--- src/rtl/pdu_pkg.sv ---
// Package: shared defaults for the phase-interleaved delay unit.
// Assumes LANES is a power of two so the fine field indexes lanes exactly.
package pdu_pkg;
    localparam int unsigned PDU_LANES    = 8;
    localparam int unsigned PDU_COARSE_W = 6;
endpackage

--- src/rtl/pdu_segment.sv ---
// Module: one binary-weighted segment of the coarse delay line.
// Holds DEPTH register stages of a LANES-wide vector. The stages shift on
// every clock; en picks either the last stage or the undelayed input.
// Assumes DEPTH >= 1.
module pdu_segment #(
    parameter int LANES = 8,
    parameter int DEPTH = 1
) (
    input  logic             clk,
    input  logic             rst_n,
    input  logic             en,
    input  logic [LANES-1:0] din,
    output logic [LANES-1:0] dout
);
    logic [LANES-1:0] stage_q [DEPTH];

    // Shift the vector through all stages each cycle
    always_ff @(posedge clk) begin
        if (!rst_n) begin
            for (int i = 0; i < DEPTH; i++) stage_q[i] <= '0;
        end else begin
            stage_q[0] <= din;
            for (int i = 1; i < DEPTH; i++) stage_q[i] <= stage_q[i-1];
        end
    end

    // Route through the stages or around them
    always_comb dout = en ? stage_q[DEPTH-1] : din;
endmodule

--- src/rtl/pdu_coarse_chain.sv ---
// Module: coarse delay of all lanes, built from segments of 1, 2, 4 ... stages.
// Bit k of the coarse code enables the segment of 2**k stages, so the total
// delay in cycles equals the code. Combinational from din when the code is 0.
module pdu_coarse_chain #(
    parameter int LANES    = 8,
    parameter int COARSE_W = 6
) (
    input  logic                clk,
    input  logic                rst_n,
    input  logic [COARSE_W-1:0] code,
    input  logic [LANES-1:0]    din,
    output logic [LANES-1:0]    dout
);
    logic [LANES-1:0] link [COARSE_W+1];

    assign link[0] = din;

    for (genvar k = 0; k < COARSE_W; k++) begin : g_seg
        pdu_segment #(
            .LANES(LANES),
            .DEPTH(1 << k)
        ) u_seg (
            .clk  (clk),
            .rst_n(rst_n),
            .en   (code[k]),
            .din  (link[k]),
            .dout (link[k+1])
        );
    end

    assign dout = link[COARSE_W];
endmodule

--- src/rtl/pdu_lane_select.sv ---
// Module: registered lane picker that restores the fine step.
// Registers the lane chosen by the fine index, aligned with the lane register
// at the top level so the pulse and the lane vector leave on the same edge.
module pdu_lane_select #(
    parameter int LANES  = 8,
    parameter int FINE_W = 3
) (
    input  logic              clk,
    input  logic              rst_n,
    input  logic [FINE_W-1:0] fine,
    input  logic [LANES-1:0]  lanes,
    output logic              pulse
);
    // Capture the chosen lane each cycle
    always_ff @(posedge clk) begin
        if (!rst_n) pulse <= 1'b0;
        else        pulse <= lanes[fine];
    end
endmodule

--- src/rtl/phase_delay_unit.sv ---
// Module: phase-interleaved fine/coarse programmable delay (top).
// Captures the phase vector, delays all lanes by the coarse code, and
// registers both the lane vector and the lane picked by the fine field.
// Latency from the capture edge is coarse code + 1 edges.
// Assumes the coarse code is held steady while pulses of interest pass.
module phase_delay_unit
    import pdu_pkg::*;
#(
    parameter int LANES    = PDU_LANES,
    parameter int COARSE_W = PDU_COARSE_W,
    localparam int FINE_W  = $clog2(LANES),
    localparam int DLY_W   = FINE_W + COARSE_W
) (
    input  logic             clk,
    input  logic             rst_n,
    input  logic [LANES-1:0] phase_in,
    input  logic [DLY_W-1:0] delay_word,
    output logic [LANES-1:0] lanes_out,
    output logic             pulse_out
);
    localparam int QUIET_LIM = (1 << COARSE_W) + 2;
    localparam int QUIET_W   = $clog2(QUIET_LIM + 1);

    logic [FINE_W-1:0]   fine;
    logic [COARSE_W-1:0] coarse;
    logic [LANES-1:0]    cap_q, chain_out, lanes_q;

    assign fine   = delay_word[FINE_W-1:0];
    assign coarse = delay_word[DLY_W-1:FINE_W];

    // Capture stage standing in for the per-phase latches
    always_ff @(posedge clk) begin
        if (!rst_n) cap_q <= '0;
        else        cap_q <= phase_in;
    end

    pdu_coarse_chain #(
        .LANES   (LANES),
        .COARSE_W(COARSE_W)
    ) u_chain (
        .clk  (clk),
        .rst_n(rst_n),
        .code (coarse),
        .din  (cap_q),
        .dout (chain_out)
    );

    // Output register for the delayed lane vector
    always_ff @(posedge clk) begin
        if (!rst_n) lanes_q <= '0;
        else        lanes_q <= chain_out;
    end

    pdu_lane_select #(
        .LANES (LANES),
        .FINE_W(FINE_W)
    ) u_sel (
        .clk  (clk),
        .rst_n(rst_n),
        .fine (fine),
        .lanes(chain_out),
        .pulse(pulse_out)
    );

    assign lanes_out = lanes_q;

    // ---------------- checking support ----------------
    logic [1:0]         warm_q;
    logic [QUIET_W-1:0] quiet_q;

    // Count edges since reset, saturating at three
    always_ff @(posedge clk) begin
        if (!rst_n)             warm_q <= '0;
        else if (warm_q != 2'd3) warm_q <= warm_q + 2'd1;
    end

    // Count consecutive edges with an all-zero input, saturating
    always_ff @(posedge clk) begin
        if (!rst_n || phase_in != '0)  quiet_q <= '0;
        else if (int'(quiet_q) < QUIET_LIM) quiet_q <= quiet_q + 1'b1;
    end


    sel_matches_lane_chk: assert property (@(posedge clk) disable iff (!rst_n)
        pulse_out == lanes_out[$past(fine)]);


    zero_coarse_latency_chk: assert property (@(posedge clk) disable iff (!rst_n)
        (warm_q >= 2'd2 && $past(coarse) == '0) |-> lanes_out == $past(phase_in, 2));


    quiet_lanes_chk: assert property (@(posedge clk) disable iff (!rst_n)
        (int'(quiet_q) >= QUIET_LIM) |-> lanes_out == '0);


    quiet_pulse_chk: assert property (@(posedge clk) disable iff (!rst_n)
        (int'(quiet_q) >= QUIET_LIM) |-> !pulse_out);
endmodule

--- config.mk ---
export PLATFORM = sky130hd
export DESIGN_NAME = phase_delay_unit
export DESIGN_NICKNAME = d
export VERILOG_FILES = /design/src/rtl/pdu_pkg.sv /design/src/rtl/pdu_segment.sv /design/src/rtl/pdu_coarse_chain.sv /design/src/rtl/pdu_lane_select.sv /design/src/rtl/phase_delay_unit.sv
export SDC_FILE = /design/constraint.sdc
export NUM_CORES = 1
export LEC_CHECK = 0
export ABC_AREA = 0
export ABC_CLOCK_PERIOD_IN_PS = 2180
export BUFFER_PORTS_ARGS = -buffer_cell sky130_fd_sc_hd__buf_2
export CAP_MARGIN = 30
export CORE_MARGIN = 5
export CORE_UTILIZATION = 30
export CTS_CLUSTER_DIAMETER = 150
export DETAILED_ROUTE_END_ITERATION = 8
export GPL_TIMING_DRIVEN = 0
export PLACE_DENSITY = 0.56
export SLEW_MARGIN = 20
export SYNTH_ARGS = -nofsm -noshare
export SYNTH_HDL_FRONTEND = slang
export SYNTH_SLANG_ARGS = --single-unit
export TNS_END_PERCENT = 1
--- constraint.sdc ---
create_clock -name clk -period 2.18 [get_ports clk]
set_clock_uncertainty 0.1 [all_clocks]
set_input_delay 0.109 -clock clk [delete_from_list [all_inputs] [get_ports clk]]
set_output_delay 0.109 -clock clk [all_outputs]
set_load 0.05 [all_outputs]
**Yosys cells after proc, flatten, opt, wreduce, memory -nomap -nowiden**

Memories as Yosys holds them, arrays and structs flattened.
Index checks and enable logic that the tools add are counted.

- Reduce and logical (&&, ||, !) cells: 1
- Divide/modulo/power cells: 0
- Muxes and demuxes: 74
- Bitwise logic cells: 62
- $lt $le $gt $ge: 1
- Multipliers: 0
- $add $sub $neg: 0
- Equal/unequal tests: 0
- Shifts and indexed selects: 0

Operators with widths:

| operator | count |
|---|---|
| two-way mux 8 bit | 69 |
| OR 1 bit | 62 |
| OR reduction 8 bit | 1 |
| < comparator 3 x 4 -> 1 bit (second input constant) | 1 |
| two-way mux 1 bit | 4 |
| binary-select mux 1 bit (select 3 bit) | 1 |

- Logic and storage cells: 147
- RAM bits: 504
- Flip-flop bits (word level): 17
- Output and inout bits: 9
- Input bits: 19
- Latch bits: 0
- ROM bits: 0
- Memories kept: 6

Memories:

| name | words | width | rd ports | clocked after memory_dff | wr ports | RTL line | source |
|---|---|---|---|---|---|---|---|
| u_chain.g_seg[5].u_seg.stage_q | 32 | 8 | 32 | 0 | 32 | pdu_segment.sv:15 | `logic [LANES-1:0] stage_q [DEPTH];` |
| u_chain.g_seg[4].u_seg.stage_q | 16 | 8 | 16 | 0 | 16 | pdu_segment.sv:15 |  |
| u_chain.g_seg[3].u_seg.stage_q | 8 | 8 | 8 | 0 | 8 | pdu_segment.sv:15 |  |
| u_chain.g_seg[2].u_seg.stage_q | 4 | 8 | 4 | 0 | 4 | pdu_segment.sv:15 |  |
| u_chain.g_seg[1].u_seg.stage_q | 2 | 8 | 2 | 0 | 2 | pdu_segment.sv:15 |  |
| u_chain.g_seg[0].u_seg.stage_q | 1 | 8 | 1 | 0 | 1 | pdu_segment.sv:15 |  |

**Depth between registers and ports, before layout**

- Depth in word-level cells: 8
- Gate-level depth with buffers: 7

**Modules after synthesis**

A second synthesis with hierarchy kept.

- Cells, all modules: 1155
- Area, all modules: 14913.1 sq um

By module, submodules not included:

| module | cells an instance | instances | sequential area each (sq um) | area each (sq um) |
|---|---|---|---|---|
| pdu_segment (u_chain.g_seg[5].u_seg) | 549 | 1 | 5124.9 | 6965.4 |
| pdu_segment (u_chain.g_seg[4].u_seg) | 279 | 1 | 2562.5 | 3652.3 |
| pdu_segment (u_chain.g_seg[3].u_seg) | 143 | 1 | 1281.2 | 1871.8 |
| pdu_segment (u_chain.g_seg[2].u_seg) | 76 | 1 | 640.6 | 987.2 |
| pdu_segment (u_chain.g_seg[1].u_seg) | 42 | 1 | 320.3 | 556.8 |
| phase_delay_unit | 33 | 1 | 320.3 | 446.7 |
| pdu_segment (u_chain.g_seg[0].u_seg) | 25 | 1 | 160.2 | 341.6 |
| pdu_lane_select | 8 | 1 | 20.0 | 91.3 |

**Least setup slack after synthesis**

OpenSTA, ideal clock, no wires.

- Kind: register to register
- Start point: memory u_chain.g_seg[4].u_seg.stage_q[15][1] (netlist: u_chain.g_seg[4].u_seg.stage_q[0][121])
- End point: register u_sel.pulse
- Path buffers: 0
- Period minus slack after synthesis: 1.601 ns
- Path slack: 0.579 ns
- Cell stages (with the launch flop): 6
- Setup time: 0.118 ns
- Data arrival time: 1.383 ns
- Cells stage by stage: dfxtp_1 nand2b_1 mux4_2 o31a_2 o31a_2 o2111a_1

RTL lines:

| item | RTL line | source |
|---|---|---|
| start, declared | pdu_segment.sv:15 |  |
| end signal, assigned | pdu_lane_select.sv:17 | `else pulse <= lanes[fine];` |
| end, declared | pdu_lane_select.sv:12 | `output logic pulse` |

**Worst setup path in the final report**

- Start point: input port delay_word[5]
- End point: register lanes_q[0] (netlist: lanes_out[0])

- Cells in the longest elaborated chain, start to end: 4

RTL lines:

| item | RTL line | source |
|---|---|---|
| start, declared | phase_delay_unit.sv:17 | `input logic [DLY_W-1:0] delay_word,` |
| two-way mux 8 bit (4 in series) | pdu_segment.sv:28 | `always_comb dout = en ? stage_q[DEPTH-1] : din;` |
| end signal, assigned | phase_delay_unit.sv:51 | `else lanes_q <= chain_out;` |
| end, declared | phase_delay_unit.sv:26 | `logic [LANES-1:0] cap_q, chain_out, lanes_q;` |

Every way passes these cells.
A chain may end at the register's enable or synchronous reset.

==> impl_metrics.py <==
metrics = {
    "status": {
        "outcome": "finished clean",
    },
    "sta": {
        "rsz0062_at_grt": "false",
        "period_minus_slack_ps": 2122,
        "tns_ps": 0,
        "tightest_slew_ps": 712.4,
        "setup_viol": 0,
        "drv_slew": 0,
        "fin_crit_sh": 0.9734,
        "fmax_mhz": 471.3,
        "slew_headroom": 0.5251,
        "hold_viol_final": 0,
    },
    "die": {
        "die-area_mm2": 0.05380,
        "io_pins": 28,
        "fp.dieH_um": 231.9,
        "coreArea_mm2": 0.04885,
        "start_util": 0.3025,
        "fp.dieW_um": 231.9,
        "rows": 81,
    },
    "placed_design": {
        "place_congestion": 0.8936,
        "dp_hpwl_um": 16210,
        "place_inst": 1905,
        "numPortBuffers": 22,
    },
    "final_layout": {
        "num_antenna_cells": 0,
        "layout-drive-gt1-share": 0.1012,
        "final_cell_count_no_fill": 2018,
        "syn_to_final_growth_pct": 19.55,
        "num-nets-final": 1332,
    },
    "routing": {
        "drt_first_pass_iters": 4,
        "wl_per_cell_um": 12.33,
        "num_vias": 7908,
        "viasPerCell": 3.919,
        "final_antenna_net_count": 0,
        "drc": 0,
        "wirelength_um": 24890,
        "drt_iter0_markers": 364,
    },
    "clocking": {
        "clockBufferDepth": 3,
        "cts.sinks": 521,
        "cts_tree": "done",
        "htreeDepth": 2,
        "clk_pin_slew_worst_paths_ps": 60,
        "cts_buffers": 51,
        "insertion_delay_ps": 570,
        "ctsRootBufferMaster": "clkbuf_16",
    },
    "worst_hold_path": {
        "hp-class": "primary input to register",
    },
    "setup_path": {
        "crit_path_start_kind": "primary input",
        "worstPathRequired_ps": 2490,
        "worstPathArrival_ps": 2430,
        "path_class": "primary input to register",
        "crit_fanout": 10,
        "cp-end-kind": "register",
    },
    "pwr": {
        "power_frac_seq": 0.508,
        "p_comb_frac": 0.025,
        "power.leakage_nw": 7.163,
        "switchingPower_mw": 3.891,
        "p_sw_frac": 0.2050,
        "p_int_mw": 15.09,
        "power_density_mw_per_mm2": 1075,
        "p_clk_frac": 0.467,
        "peakVddDrop_mv": 0.5263,
    },
    "logic_synthesis": {
        "synth_edf_count": 0,
        "syn_nets": 1238,
        "synthCells": 1219,
        "synthFlopType": "dfxtp_1",
        "async_reset_ff_frac": 0,
        "synth_cell_types": 50,
        "yosysSeqAreaShare": 0.7058,
        "synth_area_mm2": 0.01478,
        "synth.avg_cell_area_um2": 12.12,
        "ys_warn_count": 0,
        "yosys_register_bits": 521,
    },
    "global_route": {
        "antenna_found_initial": 2,
        "busiest_layer": "met2",
        "grt_pass1_wl_um": 40880,
        "grt_start_max_net_pins": 16,
        "gr-total-overflow": 0,
        "grt_pass1_vias": 7940,
        "grt.met1_usage": 0.1298,
        "grtUsageTotal": 0.09464,
        "met2_usage": 0.1373,
        "met3_usage": 0.02751,
    },
    "job": {
        "cap_violations": 0,
    },
}
==> power by group through the flow <==
stage	clock network [mW]	registers, mW	logic [mW]
finish	8.87	9.64	0.472
detailed placement	0	9.85	0.443
global route	9.57	9.64	0.527
CTS	9.15	9.64	0.478
floorplan	0	9.86	0.273
global placement	0	9.85	0.440
==> worst paths after layout <==
check        depth (start not counted)  slack, ps                                   start                                      to
max reg2reg                          4         90                                cap_q[0]                            lanes_out[0]
max                                  7         60                           delay_word[5]                            lanes_out[0]
min                                  3        190                             phase_in[0]                                cap_q[0]
min reg2reg                          1        330  u_chain.g_seg[5].u_seg.stage_q[0][101]  u_chain.g_seg[5].u_seg.stage_q[0][109]
==> kinds of logic (layout without fill, tap and decap cells) <==
group | after synthesis | count (layout) | share of synthesized area
AO/OA/AOI/OAI | 57 | 57 | 0.03014
buffers and inverters | 73 | 208 | 0.02193
flip-flops | 521 | 521 | 0.7058
AND/OR/NAND/NOR | 552 | 552 | 0.2297
multiplexers | 16 | 16 | 0.01245
==> critical path: stages <==
cell and delay [ps]:
dlygate4sd3_1 560, buf_4 210, buf_2 250, nor3b_1 100, a2111oi_0 410, a21oi_1 230, a211oi_2 560
==> flip-flops by register name, summed over array words and instances (netlist names) <==
| register | flops |
|---|---|
| cap_q | 8 |
| u_chain.g_seg.u_seg.stage_q | 504 |
| u_sel.pulse | 1 |
| lanes_out | 8 |
==> repair_timing <==
| action | in CTS | in global routing |
|---|---|---|
| hold endpoints to repair | 38 | 0 |
| hold buffers | 19 | 0 |
| setup buffers | 0 | 0 |
| setup endpoints to repair | 1 | 3 |
| resized for setup | 1 | 3 |
==> metal layers <==
layer | wire, um | up-vias
met1 | 12330 | 3707
li1 | - | 3981
met2 | 10110 | 152
met5 | 22 | -
met3 | 1558 | 64
met4 | 863 | 4
==> stage by stage <==
step	hold slack (ps)	setup slack, ps	power (mW)	util	cell area [um^2]
2_1_floorplan	136.3	579.5	10.14	-	14780
3_3_place_gp	223.3	-180.6	10.29	0.3218	15720
3_5_place_dp	221.8	-173.2	10.29	0.3218	15720
4_1_cts	145.0	14.47	19.27	0.3614	17660
5_1_grt	179.3	17.78	19.74	0.3617	17670
6_report	188.3	58.00	18.98	0.3617	17670
==> layout by cell type (no fill, tap or decap), drive strengths merged, types with 2 or more instances in the layout <==
cell type	synthesis	routed
o221ai	3	3
nand3b	4	4
a21oi	14	14
buf	5	27
a2111oi	5	5
nand2	11	11
and2	483	483
nor2	28	28
clkbuf	62	134
nand2b	9	9
mux2	6	6
o21ai	11	11
nor3b	5	5
mux2i	9	9
nand3	2	2
dlygate4sd3	0	19
o31a	2	2
a221oi	3	3
clkinvlp	0	3
a31oi	2	2
clkinv	3	15
a211oi	5	5
inv	3	5
o221a	2	2
o211a	2	2
bufinv	0	5
dfxtp	521	521
nor2b	4	4
==> area by class of cell <==
type / instances / area [um^2]
buffer: 67 / 301.5
clock inverter: 22 / 275.3
tap: 664 / 830.8
inverter: 6 / 22.52
timing repair buffer: 41 / 300.3
sequential: 521 / 10430
fill: 4814 / 31180
multi-input combinational: 625 / 4040
clock buffer: 72 / 1466
==> synthesized netlist by cell type (5+ instances only) <==
library cell	instances	area, um^2
a211oi_1	5	37.54
a21oi_1	14	70.07
and2_1	483	3022
clkbuf_1	59	221.5
dfxtp_1	521	10430
mux2_2	6	67.56
mux2i_1	8	80.08
nand2_1	11	41.29
nand2b_1	9	56.30
nor2_1	27	101.4
o21ai_0	11	55.05
Note: power is estimated with default switching activity, not from simulation.
